[src/rtl/lcdw_pkg.sv]
`timescale 1ns/1ps
package lcdw_pkg;

  typedef enum logic [2:0] {
    PH_IDLE  = 3'd0,
    PH_SETUP = 3'd1,
    PH_PULSE = 3'd2,
    PH_HOLD  = 3'd3,
    PH_REST  = 3'd4
  } phase_e;

  // Cycles needed to cover a minimum of ns nanoseconds at mhz MHz, rounded up, at least 1.
  function automatic int ns_to_cycles(input int ns, input int mhz);
    int c;
    c = (ns * mhz + 999) / 1000;
    return (c < 1) ? 1 : c;
  endfunction

  function automatic int max_of2(input int a, input int b);
    return (a > b) ? a : b;
  endfunction

endpackage

[src/rtl/lcdw_interval_timer.sv]
`timescale 1ns/1ps
module lcdw_interval_timer #(
  parameter int W = 8
) (
  input  logic         clk,
  input  logic         rst_n,
  input  logic         load,
  input  logic [W-1:0] load_val,
  output logic         expired
);

  logic [W-1:0] cnt_q;

  always_ff @(posedge clk) begin
    if (!rst_n) begin
      cnt_q <= '0;
    end else if (load) begin
      cnt_q <= load_val;
    end else if (cnt_q != '0) begin
      cnt_q <= cnt_q - 1'b1;
    end
  end

  assign expired = (cnt_q == '0);

endmodule

[src/rtl/lcdw_sequencer.sv]
`timescale 1ns/1ps
module lcdw_sequencer
  import lcdw_pkg::*;
#(
  parameter int W      = 8,
  parameter int N_SU   = 1,
  parameter int N_PW   = 1,
  parameter int N_HD   = 1,
  parameter int N_REST = 1
) (
  input  logic         clk,
  input  logic         rst_n,
  input  logic         in_valid,
  input  logic         tmr_expired,
  output phase_e       phase_q,
  output phase_e       phase_d,
  output logic         tmr_load,
  output logic [W-1:0] tmr_val,
  output logic         accept,
  output logic         in_ready
);

  always_comb begin
    phase_d  = phase_q;
    tmr_load = 1'b0;
    tmr_val  = '0;
    unique case (phase_q)
      PH_IDLE: begin
        if (in_valid) begin
          phase_d  = PH_SETUP;
          tmr_load = 1'b1;
          tmr_val  = W'(N_SU - 1);
        end
      end
      PH_SETUP: begin
        if (tmr_expired) begin
          phase_d  = PH_PULSE;
          tmr_load = 1'b1;
          tmr_val  = W'(N_PW - 1);
        end
      end
      PH_PULSE: begin
        if (tmr_expired) begin
          phase_d  = PH_HOLD;
          tmr_load = 1'b1;
          tmr_val  = W'(N_HD - 1);
        end
      end
      PH_HOLD: begin
        if (tmr_expired) begin
          phase_d  = PH_REST;
          tmr_load = 1'b1;
          tmr_val  = W'(N_REST - 1);
        end
      end
      PH_REST: begin
        if (tmr_expired) begin
          phase_d = PH_IDLE;
        end
      end
      default: phase_d = PH_IDLE;
    endcase
  end

  always_ff @(posedge clk) begin
    if (!rst_n) phase_q <= PH_IDLE;
    else        phase_q <= phase_d;
  end

  assign in_ready = (phase_q == PH_IDLE);
  assign accept   = in_ready && in_valid;


  busy_after_accept_chk: assert property (@(posedge clk) disable iff (!rst_n)
    accept |=> !in_ready);


  rest_leads_idle_chk: assert property (@(posedge clk) disable iff (!rst_n)
    (phase_q == PH_IDLE) && !$stable(phase_q) |-> $past(phase_q) == PH_REST);

endmodule

[src/rtl/lcdw_pin_driver.sv]
`timescale 1ns/1ps
module lcdw_pin_driver
  import lcdw_pkg::*;
#(
  parameter int N_PW = 1,
  localparam int RUN_W = $clog2(N_PW + 2)
) (
  input  logic       clk,
  input  logic       rst_n,
  input  logic       accept,
  input  logic       in_rs,
  input  logic [7:0] in_byte,
  input  phase_e     phase_q,
  input  phase_e     phase_d,
  output logic       lcd_rs,
  output logic       lcd_e,
  output logic [7:0] lcd_db,
  output logic       done
);

  logic [7:0]       byte_q;
  logic             rs_q;
  logic             e_q;
  logic [7:0]       db_q;
  logic             done_q;
  logic [RUN_W-1:0] e_run_q;

  always_ff @(posedge clk) begin
    if (!rst_n) begin
      byte_q <= '0;
      rs_q   <= 1'b0;
      e_q    <= 1'b0;
      db_q   <= '0;
      done_q <= 1'b0;
    end else begin
      if (accept) byte_q <= in_byte;
      if (accept) rs_q <= in_rs;
      else if (phase_d == PH_REST || phase_d == PH_IDLE) rs_q <= 1'b0;
      e_q <= (phase_d == PH_PULSE);
      if (phase_d == PH_PULSE && phase_q != PH_PULSE) db_q <= byte_q;
      done_q <= (phase_q == PH_REST) && (phase_d == PH_IDLE);
    end
  end

  // Length of the current enable pulse, used only by the width check.
  always_ff @(posedge clk) begin
    if (!rst_n)   e_run_q <= '0;
    else if (e_q) e_run_q <= e_run_q + 1'b1;
    else          e_run_q <= '0;
  end

  assign lcd_rs = rs_q;
  assign lcd_e  = e_q;
  assign lcd_db = db_q;
  assign done   = done_q;


  e_width_chk: assert property (@(posedge clk) disable iff (!rst_n)
    $fell(lcd_e) |-> e_run_q == RUN_W'(N_PW));


  db_steady_chk: assert property (@(posedge clk) disable iff (!rst_n)
    lcd_e && $past(lcd_e) |-> $stable(lcd_db));


  rs_hold_chk: assert property (@(posedge clk) disable iff (!rst_n)
    $fell(lcd_e) |-> $stable(lcd_rs));

endmodule

[src/rtl/char_lcd_writer.sv]
`timescale 1ns/1ps
module char_lcd_writer
  import lcdw_pkg::*;
#(
  parameter int CLK_MHZ    = 200,
  parameter int T_SETUP_NS = 140,
  parameter int T_PULSE_NS = 450,
  parameter int T_HOLD_NS  = 10,
  parameter int T_CYCLE_NS = 1000
) (
  input  logic       clk,
  input  logic       rst_n,
  input  logic       in_valid,
  output logic       in_ready,
  input  logic       in_rs,
  input  logic [7:0] in_byte,
  output logic       lcd_rs,
  output logic       lcd_rw,
  output logic       lcd_e,
  output logic [7:0] lcd_db,
  output logic       done
);

  localparam int N_SU   = ns_to_cycles(T_SETUP_NS, CLK_MHZ);
  localparam int N_PW   = ns_to_cycles(T_PULSE_NS, CLK_MHZ);
  localparam int N_HD   = ns_to_cycles(T_HOLD_NS, CLK_MHZ);
  localparam int N_CYC  = ns_to_cycles(T_CYCLE_NS, CLK_MHZ);
  localparam int N_USED = N_SU + N_PW + N_HD;
  localparam int N_REST = (N_CYC > N_USED) ? (N_CYC - N_USED) : 1;
  localparam int N_MAX  = max_of2(max_of2(N_SU, N_PW), max_of2(N_HD, N_REST));
  localparam int CNT_W  = $clog2(N_MAX + 1);

  phase_e             phase_q;
  phase_e             phase_d;
  logic               tmr_load;
  logic [CNT_W-1:0]   tmr_val;
  logic               tmr_expired;
  logic               accept;

  lcdw_interval_timer #(.W(CNT_W)) u_timer (
    .clk      (clk),
    .rst_n    (rst_n),
    .load     (tmr_load),
    .load_val (tmr_val),
    .expired  (tmr_expired)
  );

  lcdw_sequencer #(
    .W(CNT_W), .N_SU(N_SU), .N_PW(N_PW), .N_HD(N_HD), .N_REST(N_REST)
  ) u_seq (
    .clk         (clk),
    .rst_n       (rst_n),
    .in_valid    (in_valid),
    .tmr_expired (tmr_expired),
    .phase_q     (phase_q),
    .phase_d     (phase_d),
    .tmr_load    (tmr_load),
    .tmr_val     (tmr_val),
    .accept      (accept),
    .in_ready    (in_ready)
  );

  lcdw_pin_driver #(.N_PW(N_PW)) u_pins (
    .clk     (clk),
    .rst_n   (rst_n),
    .accept  (accept),
    .in_rs   (in_rs),
    .in_byte (in_byte),
    .phase_q (phase_q),
    .phase_d (phase_d),
    .lcd_rs  (lcd_rs),
    .lcd_e   (lcd_e),
    .lcd_db  (lcd_db),
    .done    (done)
  );

  assign lcd_rw = 1'b0;


  e_only_busy_chk: assert property (@(posedge clk) disable iff (!rst_n)
    lcd_e |-> !in_ready);


  done_with_ready_chk: assert property (@(posedge clk) disable iff (!rst_n)
    done |-> in_ready && !$past(in_ready));


  done_single_chk: assert property (@(posedge clk) disable iff (!rst_n)
    done |=> !done);

endmodule

[config.mk]
export PLATFORM = sky130hd
export DESIGN_NAME = char_lcd_writer
export DESIGN_NICKNAME = d
export VERILOG_FILES = /design/src/rtl/lcdw_pkg.sv /design/src/rtl/lcdw_interval_timer.sv /design/src/rtl/lcdw_sequencer.sv /design/src/rtl/lcdw_pin_driver.sv /design/src/rtl/char_lcd_writer.sv
export SDC_FILE = /design/constraint.sdc
export NUM_CORES = 1
export LEC_CHECK = 0
export BUFFER_PORTS_ARGS = -buffer_cell sky130_fd_sc_hd__buf_2
export CAP_MARGIN = 0
export CORE_MARGIN = 2
export CORE_UTILIZATION = 57
export DETAILED_ROUTE_END_ITERATION = 6
export PLACE_DENSITY = 0.81
export SLEW_MARGIN = 15
export SYNTH_ARGS = -nofsm -noshare
export SYNTH_HDL_FRONTEND = slang
export SYNTH_SLANG_ARGS = --single-unit
[constraint.sdc]
create_clock -name clk -period 4.3 [get_ports clk]
set_input_delay 0.86 -clock clk [delete_from_list [all_inputs] [get_ports clk]]
set_output_delay 0.86 -clock clk [all_outputs]
set_load 0.01 [all_outputs]
==> summary.md <==
| Metric | Value |
|---|---|
| Post-CTS Hold Buffers | `0` |
| Syn_nets | `161` |
| Pin count of the biggest net entering global routing | `20` |
| Reg power frac | `0.401` |
| DR WL/cell | `12.32 µm` |
| Routed Antenna Nets | `0` |
| Yosys top cell area share | `0.4677` |
| M3 GR Usage | `0.08929` |
| Post-CTS setup buffer count | `0` |
| Total CTS buffers | `5` |
| Sink Count | `29` |
| Sequential element share of the synthesized area | `0.4677` |
| Vias in the first global route | `973` |
| Clock Tree Root | `clkbuf_4` |
| CP Class | `flop to output pin` |
| Netlist Area Pre-Place | `1241 µm²` |
| Most Used Layer, Global Route | `met2` |
| Min-delay worst type | `flop to flop` |
| Yosys warnings | `0` |
| I/O Pins | `25` |
| GR Layer Usage met1 | `0.2808` |
| Final Wtd Congestion | `0.8529` |
| Post-synth cell types | `34` |
| Peak per-stage delay on the critical path | `0.43 ns` |
| Number of placement rows | `16` |
| GRT Overall Usage | `0.2198` |
| Final nets | `185` |
| Via count | `1079` |
| Fin. max-slew vios | `0` |
| Post-synthesis register bit count | `29` |
| Final hold slack | `0.4614 ns` |
| Slew @ Worst Pin | `1.040 ns` |
| Pre-Repair DR Iteration Count | `4` |
| Clock Skew | `0.007393 ns` |
| CP max stage cell | `dfxtp_1` |
| Fraction of layout cells with a size suffix above 1 | `0.2081` |
| Worst skew pair latency | `0.33 ns` |
| Antenna violations before repair | `0` |
| Sum of negative setup slack | `0 ns` |
| DPL Wire Length | `1809 µm` |
| Final setup viols | `0` |
| Clock slew at reported path FFs | `0.09 ns` |
| P_leak | `0.6146 nW` |
| Internal | `587.3 µW` |
| Critical path's top delay family | `flip-flops` |
| Startpoint types | `flop` |
| Initial Util | `0.6200` |
| H-tree depth | `2` |
| Gr ovfl total | `0` |
| Initial DRC Count | `31` |
| Cell Chain, Critical Path | `nor3_1, buf_2` |
| Fmax | `479.1 MHz` |
| Final hold vios | `0` |
| ANT cells | `0` |
| Synth area leaders | `dfxtp_1, nand2_1, mux2i_1, a21oi_1, nor2_1` |
| Via-per-instance ratio | `5.395` |
| # DRC | `0` |
| Clock buffer depth | `2` |
| Core Footprint | `2002 µm²` |
| RSZ-0062 raised after global routing | `false` |
| WL final | `2463 µm` |
| Input/output buffers | `23` |
| Critical Path End Type | `output pin` |
| Peak supply drop | `416.0 µV` |
| Die Height | `50.67 µm` |
| # resized after CTS | `0` |
| Crit Path Max Fanout | `12` |
| Met2 Use GR | `0.3333` |
| Worst Path Required | `3.44 ns` |
| Rel. slew slack | `0.3046` |
| CTS tree | `done` |
| Net Switching | `319.3 µW` |
| Mapped Cells | `148` |
| Outcome | `completed` |
| Pwr Density | `620.4 nW/µm²` |
| Die W | `50.67 µm` |
| Die area | `2567 µm²` |
| Period utilization | `0.4854` |
| Clock power share | `0.256` |
| Min Tclk post-route | `2.087 ns` |
| Data arrival time of the critical path | `1.23 ns` |
| Sw Ratio | `0.3522` |
| Synth area leader | `dfxtp_1` |
| WP buf/inv | `1` |
| Syn_area_per_cell | `8.386 µm²` |
| Area grow syn2layout | `17.74%` |
| First-pass GRT wire length | `4153 µm` |
| Max Cap Viol | `0` |
| Reg2reg setup slack | `2.31 ns` |
| Combinational power share | `0.342` |
==> synth_stat cells <==
library cell	count
nand2b_1	3
nand3b_1	1
o21a_1	1
inv_1	3
a211oi_1	2
xor2_1	2
and3_1	2
o31ai_1	1
ha_1	1
a21oi_1	14
a221oi_1	1
nor4b_1	1
or2_2	1
o21ai_0	4
xnor2_1	1
or4_1	1
buf_4	2
o21ba_2	1
nor2b_1	2
nor4_1	1
or3_1	3
dfxtp_1	29
conb_1	1
nor2_1	15
nand3_1	3
mux2i_1	9
a31oi_1	3
o211ai_1	1
clkbuf_1	5
or3b_4	1
nor3_1	4
nand2_1	26
nor3b_1	2
clkinv_1	1
==> power by group through the flow <==
stage          sequential, mW  combinational, mW  clock (mW)
6_report                0.364              0.310       0.233
2_1_floorplan           0.353              0.247           0
3_5_place_dp            0.370              0.305           0
5_1_grt                 0.372              0.347       0.246
3_3_place_gp            0.367              0.297           0
4_1_cts                 0.363              0.309       0.235
==> path summary, 6_finish.rpt <==
check,startpoint,endpoint,depth (start not counted)
worst min-delay path,u_pins.byte_q[6]$_SDFFE_PN0P_,u_pins.byte_q[6]$_SDFFE_PN0P_,2
worst max register to register,u_timer.cnt_q[0]$_SDFFE_PN0P_,u_timer.cnt_q[6]$_SDFFE_PN0P_,6
worst max-delay path,u_seq.phase_q[1]$_SDFF_PN0_,in_ready,2
worst min register to register,u_pins.byte_q[6]$_SDFFE_PN0P_,u_pins.byte_q[6]$_SDFFE_PN0P_,2
==> cell usage in the layout (no fill, tap or decap), types with 2 or more instances in the layout <==
cell	n
dfxtp_1	29
nand2_1	26
buf_2	23
nor2_1	15
a21oi_1	14
mux2i_1	9
clkbuf_4	5
nor3_1	4
o21ai_0	4
inv_1	3
or3_1	3
nand2b_1	3
nand3_1	3
a31oi_1	3
nor3b_1	2
a211oi_1	2
xor2_1	2
and3_1	2
nor2b_1	2
==> logic make-up (layout without fill, tap and decap cells) <==
kind of cell	after synthesis	after routing	share of synthesized area
AO/OA/AOI/OAI	28	28	0.1331
XOR/XNOR	3	3	0.02117
adder cells (fa/ha/maj)	1	1	0.01008
buffers and inverters	11	36	0.03931
flip-flops	29	29	0.4677
multiplexers	9	9	0.07258
other	1	1	0.003021
AND/OR/NAND/NOR	66	66	0.2530
==> through the flow <==
| stage | instance area, µm² | cells | setup WS (ns) | util | power [mW] |
|---|---|---|---|---|---|
| after floorplan | 1241 | 148 | 2.514 | - | 0.6005 |
| after global placement | 1376 | 192 | 2.016 | 0.6875 | 0.6641 |
| after detailed placement | 1376 | 192 | 1.917 | 0.6875 | 0.6752 |
| after CTS | 1461 | 200 | 2.231 | 0.7300 | 0.9076 |
| after global routing | 1461 | 200 | 2.088 | 0.7300 | 0.9654 |
| final | 1461 | 200 | 2.213 | 0.7300 | 0.9066 |
==> state kept, by name (all words and copies together) (netlist names) <==
signal and flops:
u_seq.phase_q 3, u_pins.done 1, u_pins.lcd_rs 1, u_pins.lcd_db 8, u_pins.byte_q 8, u_pins.lcd_e 1, u_timer.cnt_q 7
==> layer usage <==
| layer | share of wire | up-vias |
|---|---|---|
| li1 | - | 559 |
| met1 | 0.48 | 490 |
| met2 | 0.44 | 25 |
| met3 | 0.060 | 5 |
| met4 | 0.016 | 0 |
| met5 | 0 | - |
==> worst register-to-register path: stages (launching register included) <==
cell and delay (ns):
dfxtp_1 0.34, inv_1 0.08, ha_1 0.20, or3b_4 0.42
or3_1 0.34, or3_1 0.36, a21oi_1 0.16
==> layout make-up <==
| class | count | area (µm²) |
|---|---|---|
| clock inverters | 1 | 30.03 |
| well taps | 27 | 33.78 |
| clock buffers | 7 | 55.05 |
| flip-flops and latches | 29 | 580.6 |
| multi-input cells | 108 | 624.3 |
| fillers | 161 | 540.5 |
| inverters | 4 | 15.01 |
| repair buffers | 24 | 122.6 |
Power figures use the tool's default switching activity.
